`src/rtl/mop_pkg.sv`:
```
// Package: shared codes for the memory operation disposition block.
// Assumes tags are 2 bits with bit 0 = None and bit 1 = NaR; None wins.
package mop_pkg;

    localparam logic [1:0] OP_LOAD  = 2'd0;
    localparam logic [1:0] OP_STORE = 2'd1;

    localparam logic [1:0] TAG_NORMAL = 2'b00;
    localparam logic [1:0] TAG_NONE   = 2'b01;
    localparam logic [1:0] TAG_NAR    = 2'b10;

    typedef enum logic [1:0] {
        DISP_MEM    = 2'd0,
        DISP_RESULT = 2'd1,
        DISP_DROP   = 2'd2,
        DISP_NARFLT = 2'd3
    } disp_e;

    typedef enum logic [2:0] {
        ST_DATA     = 3'd0,
        ST_STORED   = 3'd1,
        ST_DROPPED  = 3'd2,
        ST_NAR_FLT  = 3'd3,
        ST_PROT_FLT = 3'd4
    } status_e;

endpackage

```
`src/rtl/mop_classify.sv`:
```
// Module: mop_classify
// Decides the disposition of an offered operation from its kind and tags,
// and produces the normalised marker carried by the address.
// Assumes: purely combinational; None is tested before NaR everywhere.
module mop_classify
    import mop_pkg::*;
(
    input  logic [1:0] op,
    input  logic [1:0] addr_tag,
    input  logic [1:0] val_tag,
    output disp_e      disp,
    output logic [1:0] marker_tag
);

    logic a_none, a_nar, v_none, v_nar;

    // Split tags into marker flags with None priority.
    always_comb begin
        a_none = addr_tag[0];
        a_nar  = addr_tag[1] & ~addr_tag[0];
        v_none = val_tag[0];
        v_nar  = val_tag[1] & ~val_tag[0];
    end

    // Normalised address marker for result building.
    always_comb begin
        if (a_none)     marker_tag = TAG_NONE;
        else if (a_nar) marker_tag = TAG_NAR;
        else            marker_tag = TAG_NORMAL;
    end

    // Disposition decision per operation kind.
    always_comb begin
        if (op[1]) begin
            disp = DISP_RESULT;
        end else if (op == OP_STORE) begin
            if (a_none | v_none)     disp = DISP_DROP;
            else if (a_nar | v_nar)  disp = DISP_NARFLT;
            else                     disp = DISP_MEM;
        end else begin
            disp = (a_none | a_nar) ? DISP_RESULT : DISP_MEM;
        end
    end

endmodule

```
`src/rtl/mop_operand_build.sv`:
```
// Module: mop_operand_build
// Builds a result operand: either a marker payload replicated into every
// active element (truncated to the element width) or memory data masked
// to the active elements.
// Assumes: PTR_W <= 64, element widths of 1..8 bytes, OPND_BYTES a power of 2
// and at least 8.
module mop_operand_build
    import mop_pkg::*;
#(
    parameter int PTR_W      = 64,
    parameter int OPND_BYTES = 32
) (
    input  logic [PTR_W-1:0]        payload,
    input  logic [1:0]              tag,
    input  logic [1:0]              ew,
    input  logic                    vec,
    input  logic                    from_mem,
    input  logic [8*OPND_BYTES-1:0] mem_data,
    output logic [8*OPND_BYTES-1:0] data,
    output logic [2*OPND_BYTES-1:0] tags
);

    localparam int ELEMS = OPND_BYTES;

    logic [3:0]  eb;
    logic [63:0] pay64;

    assign eb    = 4'd1 << ew;
    assign pay64 = 64'(payload);

    // Per byte: pick memory byte or the payload byte at its slot in the element.
    for (genvar j = 0; j < OPND_BYTES; j++) begin : g_byte
        logic [2:0] slot;
        logic       act;
        assign slot = 3'(j) & 3'(eb - 4'd1);
        assign act  = vec || (32'(j) < 32'(eb));
        assign data[8*j +: 8] = !act     ? 8'h00 :
                                from_mem ? mem_data[8*j +: 8] :
                                           pay64[8*slot +: 8];
    end

    // Per element: active elements carry the marker, the rest stay normal.
    for (genvar i = 0; i < ELEMS; i++) begin : g_elem
        logic act;
        assign act = vec ? (32'(i) < (32'(ELEMS) >> ew)) : (i == 0);
        assign tags[2*i +: 2] = (act && !from_mem) ? tag : TAG_NORMAL;
    end

endmodule

```
`src/rtl/mop_mem_seq.sv`:
```
// Module: mop_mem_seq
// Sequences one memory-bound operation: protection check and request in the
// same cycle, then (for loads) waiting for the response.
// Assumes: start only arrives while idle; the protection answer is
// combinational in the request cycle.
module mop_mem_seq
    import mop_pkg::*;
#(
    parameter int PTR_W = 64
) (
    input  logic             clk,
    input  logic             rst_n,
    input  logic             start,
    input  logic             start_write,
    input  logic [PTR_W-1:0] start_addr,
    input  logic [PTR_W-1:0] start_val,
    input  logic [1:0]       start_ew,
    input  logic             start_vec,
    input  logic             mreq_ready,
    input  logic             prot_deny,
    input  logic             mrsp_valid,
    output logic             idle,
    output logic             waiting,
    output logic             mreq_valid,
    output logic             mreq_write,
    output logic [PTR_W-1:0] mreq_addr,
    output logic [PTR_W-1:0] mreq_wdata,
    output logic [1:0]       mreq_ew,
    output logic             mreq_vec,
    output logic             prot_chk_valid,
    output logic             done_store,
    output logic             done_prot,
    output logic             done_load
);

    typedef enum logic [1:0] {SQ_IDLE, SQ_REQ, SQ_WAIT} seq_state_e;

    seq_state_e       state_q;
    logic             write_q;
    logic [PTR_W-1:0] addr_q, val_q;
    logic [1:0]       ew_q;
    logic             vec_q;

    // State progression through request and response.
    always_ff @(posedge clk) begin
        if (!rst_n) begin
            state_q <= SQ_IDLE;
        end else begin
            case (state_q)
                SQ_IDLE: if (start) state_q <= SQ_REQ;
                SQ_REQ: begin
                    if (prot_deny)       state_q <= SQ_IDLE;
                    else if (mreq_ready) state_q <= write_q ? SQ_IDLE : SQ_WAIT;
                end
                SQ_WAIT: if (mrsp_valid) state_q <= SQ_IDLE;
                default: state_q <= SQ_IDLE;
            endcase
        end
    end

    // Capture the operation fields at acceptance.
    always_ff @(posedge clk) begin
        if (!rst_n) begin
            write_q <= 1'b0;
            addr_q  <= '0;
            val_q   <= '0;
            ew_q    <= 2'd0;
            vec_q   <= 1'b0;
        end else if (start && state_q == SQ_IDLE) begin
            write_q <= start_write;
            addr_q  <= start_addr;
            val_q   <= start_val;
            ew_q    <= start_ew;
            vec_q   <= start_vec;
        end
    end

    assign idle           = (state_q == SQ_IDLE);
    assign waiting        = (state_q == SQ_WAIT);
    assign prot_chk_valid = (state_q == SQ_REQ);
    assign mreq_valid     = (state_q == SQ_REQ) && !prot_deny;
    assign mreq_write     = write_q;
    assign mreq_addr      = addr_q;
    assign mreq_wdata     = val_q;
    assign mreq_ew        = ew_q;
    assign mreq_vec       = vec_q;
    assign done_prot      = (state_q == SQ_REQ) && prot_deny;
    assign done_store     = (state_q == SQ_REQ) && !prot_deny && mreq_ready && write_q;
    assign done_load      = (state_q == SQ_WAIT) && mrsp_valid;

    // a stalled request holds its address and direction.
    assert_req_hold_R12: assert property (@(posedge clk) disable iff (!rst_n)
        mreq_valid && !mreq_ready |=> (mreq_valid || prot_deny)
                                      && $stable(mreq_addr) && $stable(mreq_write));

endmodule

```
`src/rtl/mem_op_disposition.sv`:
```
// Module: mem_op_disposition (top)
// Accepts one memory operation at a time, classifies it by its tags and
// either completes it immediately (marker result, drop, NaR fault) or runs it
// through protection check and memory port. Completion is a registered pulse.
// Assumes: completion consumer never stalls; one operation in flight.
module mem_op_disposition
    import mop_pkg::*;
#(
    parameter int PTR_W      = 64,
    parameter int OPND_BYTES = 32
) (
    input  logic                    clk,
    input  logic                    rst_n,
    input  logic                    in_valid,
    output logic                    in_ready,
    input  logic [1:0]              in_op,
    input  logic [1:0]              in_addr_tag,
    input  logic [PTR_W-1:0]        in_addr,
    input  logic [1:0]              in_val_tag,
    input  logic [PTR_W-1:0]        in_val,
    input  logic [1:0]              in_ew,
    input  logic                    in_vec,
    output logic                    mreq_valid,
    input  logic                    mreq_ready,
    output logic                    mreq_write,
    output logic [PTR_W-1:0]        mreq_addr,
    output logic [PTR_W-1:0]        mreq_wdata,
    output logic [1:0]              mreq_ew,
    output logic                    mreq_vec,
    input  logic                    mrsp_valid,
    input  logic [8*OPND_BYTES-1:0] mrsp_data,
    output logic                    prot_chk_valid,
    output logic [PTR_W-1:0]        prot_addr,
    output logic                    prot_write,
    input  logic                    prot_deny,
    output logic                    cmp_valid,
    output logic [2:0]              cmp_status,
    output logic                    cmp_fault,
    output logic [8*OPND_BYTES-1:0] cmp_data,
    output logic [2*OPND_BYTES-1:0] cmp_tags
);

    localparam int         OPND_W = 8 * OPND_BYTES;
    localparam int         TAGS_W = 2 * OPND_BYTES;
    localparam logic [1:0] PTR_EW = 2'($clog2(PTR_W / 8));

    disp_e             disp;
    logic [1:0]        marker_tag;
    logic              accept, start;
    logic              seq_idle, seq_wait;
    logic              done_store, done_prot, done_load;
    logic [1:0]        b_ew;
    logic              b_vec;
    logic [OPND_W-1:0] b_data;
    logic [TAGS_W-1:0] b_tags;
    status_e           nxt_status;
    logic              nxt_valid, nxt_has_data;

    mop_classify u_cls (
        .op         (in_op),
        .addr_tag   (in_addr_tag),
        .val_tag    (in_val_tag),
        .disp       (disp),
        .marker_tag (marker_tag)
    );

    assign in_ready = seq_idle;
    assign accept   = in_valid && seq_idle;
    assign start    = accept && (disp == DISP_MEM);

    mop_mem_seq #(.PTR_W(PTR_W)) u_seq (
        .clk            (clk),
        .rst_n          (rst_n),
        .start          (start),
        .start_write    (in_op == OP_STORE),
        .start_addr     (in_addr),
        .start_val      (in_val),
        .start_ew       (in_ew),
        .start_vec      (in_vec),
        .mreq_ready     (mreq_ready),
        .prot_deny      (prot_deny),
        .mrsp_valid     (mrsp_valid),
        .idle           (seq_idle),
        .waiting        (seq_wait),
        .mreq_valid     (mreq_valid),
        .mreq_write     (mreq_write),
        .mreq_addr      (mreq_addr),
        .mreq_wdata     (mreq_wdata),
        .mreq_ew        (mreq_ew),
        .mreq_vec       (mreq_vec),
        .prot_chk_valid (prot_chk_valid),
        .done_store     (done_store),
        .done_prot      (done_prot),
        .done_load      (done_load)
    );

    assign prot_addr  = mreq_addr;
    assign prot_write = mreq_write;

    // Shape for the shared builder: captured shape on load return, else offered.
    always_comb begin
        if (seq_wait) begin
            b_ew  = mreq_ew;
            b_vec = mreq_vec;
        end else if (in_op[1]) begin
            b_ew  = PTR_EW;
            b_vec = 1'b0;
        end else begin
            b_ew  = in_ew;
            b_vec = in_vec;
        end
    end

    mop_operand_build #(.PTR_W(PTR_W), .OPND_BYTES(OPND_BYTES)) u_build (
        .payload  (in_addr),
        .tag      (marker_tag),
        .ew       (b_ew),
        .vec      (b_vec),
        .from_mem (seq_wait),
        .mem_data (mrsp_data),
        .data     (b_data),
        .tags     (b_tags)
    );

    // Completion status selection for this cycle.
    always_comb begin
        nxt_valid    = (accept && disp != DISP_MEM) || done_store || done_prot || done_load;
        nxt_has_data = done_load || (accept && disp == DISP_RESULT);
        if (done_prot)       nxt_status = ST_PROT_FLT;
        else if (done_store) nxt_status = ST_STORED;
        else if (done_load)  nxt_status = ST_DATA;
        else begin
            case (disp)
                DISP_DROP:   nxt_status = ST_DROPPED;
                DISP_NARFLT: nxt_status = ST_NAR_FLT;
                default:     nxt_status = ST_DATA;
            endcase
        end
    end

    // Registered completion pulse and its payload.
    always_ff @(posedge clk) begin
        if (!rst_n) begin
            cmp_valid  <= 1'b0;
            cmp_status <= 3'd0;
            cmp_fault  <= 1'b0;
            cmp_data   <= '0;
            cmp_tags   <= '0;
        end else begin
            cmp_valid  <= nxt_valid;
            cmp_status <= nxt_status;
            cmp_fault  <= (nxt_status == ST_NAR_FLT) || (nxt_status == ST_PROT_FLT);
            cmp_data   <= nxt_has_data ? b_data : '0;
            cmp_tags   <= nxt_has_data ? b_tags : '0;
        end
    end

    // a None on either store operand drops it without memory traffic.
    assert_drop_R2: assert property (@(posedge clk) disable iff (!rst_n)
        accept && in_op == OP_STORE && (in_addr_tag[0] || in_val_tag[0])
        |=> cmp_valid && cmp_status == 3'd2 && !cmp_fault && !mreq_valid);

    // NaR without None on a store faults.
    assert_nar_fault_R3: assert property (@(posedge clk) disable iff (!rst_n)
        accept && in_op == OP_STORE && !(in_addr_tag[0] || in_val_tag[0])
               && (in_addr_tag[1] || in_val_tag[1])
        |=> cmp_valid && cmp_fault && cmp_status == 3'd3);

    // a refused protection check ends the operation with a fault.
    assert_prot_fault_R6: assert property (@(posedge clk) disable iff (!rst_n)
        prot_chk_valid && prot_deny |=> cmp_valid && cmp_fault && cmp_status == 3'd4 && in_ready);

    // address computation returns the address in element 0.
    assert_lea_R7: assert property (@(posedge clk) disable iff (!rst_n)
        accept && in_op[1] |=> cmp_data[PTR_W-1:0] == $past(in_addr)
                               && cmp_tags[TAGS_W-1:2] == '0);

    // non-memory operations finish in the next cycle.
    assert_fast_done_R10: assert property (@(posedge clk) disable iff (!rst_n)
        accept && disp != DISP_MEM |=> cmp_valid);

    // a memory-bound operation blocks new acceptance.
    assert_busy_R11: assert property (@(posedge clk) disable iff (!rst_n)
        start |=> !in_ready && !cmp_valid);

endmodule

```
`config.mk`:
```
export PLATFORM = sky130hd
export DESIGN_NAME = mem_op_disposition
export DESIGN_NICKNAME = d
export VERILOG_FILES = /design/src/rtl/mop_pkg.sv /design/src/rtl/mop_classify.sv /design/src/rtl/mop_operand_build.sv /design/src/rtl/mop_mem_seq.sv /design/src/rtl/mem_op_disposition.sv
export SDC_FILE = /design/constraint.sdc
export NUM_CORES = 1
export LEC_CHECK = 0
export ABC_AREA = 1
export CAP_MARGIN = 15
export CORE_AREA = 2 2 362 364
export CTS_BUF_LIST = sky130_fd_sc_hd__clkbuf_16
export CTS_CLUSTER_SIZE = 10
export DETAILED_ROUTE_END_ITERATION = 12
export DIE_AREA = 0 0 364 366
export GPL_ROUTABILITY_DRIVEN = 0
export PLACE_DENSITY = 0.39
export SLEW_MARGIN = 20
export SYNTH_ARGS = -nofsm -noshare
export SYNTH_HDL_FRONTEND = slang
export SYNTH_SLANG_ARGS = --single-unit
export TNS_END_PERCENT = 100
```
`constraint.sdc`:
```
create_clock -name clk -period 7.5 [get_ports clk]
set_clock_uncertainty 0.05 [all_clocks]
set_input_delay 1.5 -clock clk [delete_from_list [all_inputs] [get_ports clk]]
set_output_delay 1.5 -clock clk [all_outputs]
set_load 0.1 [all_outputs]
```
==> impl_metrics.json <==
{
  "run_status": "finished, final reports clean",
  "areaGrowthSynthToFinish_pct": 74.4,
  "h-tree-depth": 2,
  "grt_first_pass_wirelength_mm": 152,
  "clkSlewWorstSetupHoldPaths_ps": 50,
  "timing.final.hold_violations": 0,
  "post-route-period-util_pct": 66.6,
  "synth.lib_cells_used.distinct": 37,
  "clock_tree.buffer_depth": 3,
  "die_h_um": 366,
  "vias_per_cell": 3.60,
  "postSynth.asyncResetShare_pct": 0,
  "setup_tns_ps": 0,
  "final_net_count": 3186,
  "route.vias.total": 16400,
  "cell_chosen_for_the_clock_root": "sky130_fd_sc_hd__clkbuf_16",
  "maxCapViolCount": 0,
  "synth.avg_cell_area_um2": 7.89,
  "peakVddDrop_mv": 0.178,
  "port_buffer_cells": 923,
  "ys_seq_elements": 409,
  "postCtsHoldBufs": 0,
  "cpLargestDelayFamily": "buffers and inverters",
  "cts_resized": 0,
  "drt-pass1-iter-count": 6,
  "cp.buffers_inverters": 4,
  "die_w_um": 364,
  "total_switching_power_mw": 2.14,
  "timing.critical_path.slowest_stage_cell": "sky130_fd_sc_hd__clkdlybuf4s50_1",
  "average_routed_wire_per_standard_cell_um": 25.3,
  "crit_path_max_incr_delay_ps": 1210,
  "share_of_the_synthesized_area_in_the_top_cell_type_pct": 51.4,
  "power.sequential.fraction_pct": 36.1,
  "synth_largest_area_cell": "sky130_fd_sc_hd__dfxtp_1",
  "clock_insertion_delay_worst_skew_ps": 640,
  "grt_start_max_net_pins": 142,
  "synth_warnings": 0,
  "final.min_clock_period_ps": 5000,
  "timing_worst_slew_pin_value_ps": 1160,
  "post_route_cells_drive_above_1_share_pct": 6.95,
  "global_route.usage.total_pct": 16.8,
  "drt.antenna.violating_nets": 0,
  "totalWireLength_mm": 116,
  "switching_portion_of_total_power_pct": 33.9,
  "crit_path_cell_trace": "clkdlybuf4s50_1 -> inv_1 -> nand2_1 -> inv_1 -> clkdlybuf4s50_1",
  "total_leakage_power_nw": 10.6,
  "synthCells": 2018,
  "core_area_um2": 129000,
  "start_kind": "input pin",
  "cp_data_required_time_ps": 5950,
  "hold_path.class": "register to register",
  "cp_data_arrival_time_ps": 3450,
  "synth_top_cells_by_area": "sky130_fd_sc_hd__dfxtp_1, sky130_fd_sc_hd__nand2_1, sky130_fd_sc_hd__a21oi_1, sky130_fd_sc_hd__buf_4, sky130_fd_sc_hd__nand3_1",
  "max_clock_freq_mhz": 200,
  "mappedNetlistNets": 2419,
  "full_die_area_um2": 133000,
  "clkSinkCount": 409,
  "globalRoute.totalOverflow": 0,
  "fill_cells": 14400,
  "cp_max_fo": 3,
  "cts_tree": "built",
  "worst_setup_path_end_kind": "output pin",
  "synth_enable_flop_cells": 0,
  "fraction_of_power_consumed_by_combinational_cells_pct": 21.9,
  "post-cts-setup-buffer-count": 0,
  "drv_slew": 0,
  "p_int_mw": 4.17,
  "grt_antenna_before_repair": 23,
  "final_common_cell": "sky130_fd_sc_hd__clkdlybuf4s50_1",
  "start_util_pct": 12.3,
  "synth_sequential_area_ratio_pct": 51.4,
  "clock_power_share_pct": 42.1,
  "area_taken_by_multi_input_logic_gates_um2": 5720,
  "tritoncts.num_buffers": 56,
  "final-setup-viol-count": 0,
  "row_count": 132,
  "dr_iter_0_viols": 817,
  "post_synth_instance_area_um2": 15900,
  "maxSlewHeadroom_pct": 22.5,
  "ios": 924,
  "power-per-cell-area_nw_per_um2": 227,
  "critPathKind": "input pin to output pin",
  "stdcell_area_um2": 27800,
  "layout_common_cells": "sky130_fd_sc_hd__clkdlybuf4s50_1, sky130_fd_sc_hd__nand2_1, sky130_fd_sc_hd__dfxtp_1",
  "layout.area.seq_um2": 8190,
  "first_global_vias": 16800,
  "postSynth.topFlopCell": "sky130_fd_sc_hd__dfxtp_1",
  "unrepaired_setup_endpoints_after_global_routing": "false",
  "placed_cell_area_um2": 26000,
  "remaining_drc_errors": 0,
  "place.detailed.hpwl_mm": 92.6
}
==> flip-flops by register name, indices dropped and copies added, names as in the netlist <==
register,flops
cmp_valid,1
u_seq.mreq_vec,1
u_seq.state_q,2
u_seq.mreq_wdata,64
cmp_fault,1
cmp_data,256
cmp_status,3
u_seq.mreq_ew,2
u_seq.mreq_addr,64
u_seq.mreq_write,1
cmp_tags,14
==> logic make-up (layout without fill, tap and decap cells) <==
logic type | count (synthesis) | in the layout | synth area share [%]
compound gates | 399 | 399 | 13.9
fa+ha+maj | 2 | 2 | 0.157
buf+inv | 382 | 1183 | 13.0
flops | 409 | 409 | 51.4
other cells | 0 | 4 | 0
simple gates | 826 | 826 | 21.5
==> layer usage <==
metal / routed length [µm] / GRT usage [%]
met3: 7140 / 4.16
met1: 50700 / 21.2
met4: 1790 / 3.10
met2: 55900 / 28.9
met5: 91 / 0
==> path summary, 6_finish.rpt <==
check,start,end,slack [ps],depth (start not counted)
setup reg to reg,u_seq.state_q[1]$_SDFFE_PN0P_,cmp_data[180]$_SDFF_PN0_,3380,12
setup / recovery,prot_deny,mreq_valid,2500,5
hold reg to reg,u_seq.mreq_wdata[14]$_SDFFE_PN0P_,u_seq.mreq_wdata[14]$_SDFFE_PN0P_,410,2
hold / removal,u_seq.mreq_wdata[14]$_SDFFE_PN0P_,u_seq.mreq_wdata[14]$_SDFFE_PN0P_,410,2
==> cell usage after synthesis, types with 4 or more instances <==
cell type / number
sky130_fd_sc_hd__a21oi_1: 293
sky130_fd_sc_hd__nand3_1: 106
sky130_fd_sc_hd__o211ai_2: 9
sky130_fd_sc_hd__inv_1: 141
sky130_fd_sc_hd__clkbuf_1: 29
sky130_fd_sc_hd__buf_1: 4
sky130_fd_sc_hd__nand2_1: 607
sky130_fd_sc_hd__nand4_1: 6
sky130_fd_sc_hd__nand3_2: 8
sky130_fd_sc_hd__o21ai_1: 11
sky130_fd_sc_hd__inv_2: 7
sky130_fd_sc_hd__buf_2: 68
sky130_fd_sc_hd__buf_4: 121
sky130_fd_sc_hd__nor4_1: 4
sky130_fd_sc_hd__o21ai_0: 46
sky130_fd_sc_hd__nand2_2: 4
sky130_fd_sc_hd__nor3_1: 5
sky130_fd_sc_hd__nor2_1: 68
sky130_fd_sc_hd__dfxtp_1: 409
sky130_fd_sc_hd__buf_6: 12
sky130_fd_sc_hd__nand3b_1: 6
sky130_fd_sc_hd__a21oi_2: 32
==> worst register-to-register path, stage by stage (launching register included) <==
cell                      delay (ps)
sky130_fd_sc_hd__dfxtp_1         420
sky130_fd_sc_hd__nand2_4         340
sky130_fd_sc_hd__nand2_1         200
sky130_fd_sc_hd__nand2_2         320
sky130_fd_sc_hd__nand2_4         430
sky130_fd_sc_hd__inv_1            90
sky130_fd_sc_hd__ha_2            810
sky130_fd_sc_hd__inv_1           150
sky130_fd_sc_hd__nor2_2          330
sky130_fd_sc_hd__nand2_1          90
sky130_fd_sc_hd__nand2_1         440
sky130_fd_sc_hd__a21oi_2         210
sky130_fd_sc_hd__a21oi_1         150
==> power groups by stage <==
| stage | combinational, mW | clock, mW | sequential [mW] |
|---|---|---|---|
| floorplan | 0.383 | 0 | 2.75 |
| global placement | 1.41 | 0 | 2.32 |
| detailed placement | 1.41 | 0 | 2.32 |
| CTS | 1.41 | 2.76 | 2.28 |
| global route | 1.45 | 2.83 | 2.28 |
| finish | 1.38 | 2.66 | 2.28 |
==> stage by stage <==
step	power, mW	instances	hold slack (ps)	util [%]	setup WS, ps
2_1_floorplan	3.14	2018	594	-	3380
6_report	6.31	4565	413	21.5	2500
4_1_cts	6.45	4561	414	21.5	2400
3_5_place_dp	3.73	4469	405	20.2	1740
5_1_grt	6.57	4562	428	21.5	2180
3_3_place_gp	3.73	4469	403	20.2	1780
==> cell type report <==
cell class | instances | share of cell area, %
Tap cell | 1742 | 7.85
Inverter | 148 | 2.06
Timing Repair Buffer | 943 | 33.7
Antenna cell | 4 | 0.0361
Clock buffer | 58 | 5.23
Clock inverter | 34 | 1.08
Multi-Input combinational cell | 1227 | 20.6
Sequential cell | 409 | 29.5
Note: power is estimated with default switching activity, not from simulation.
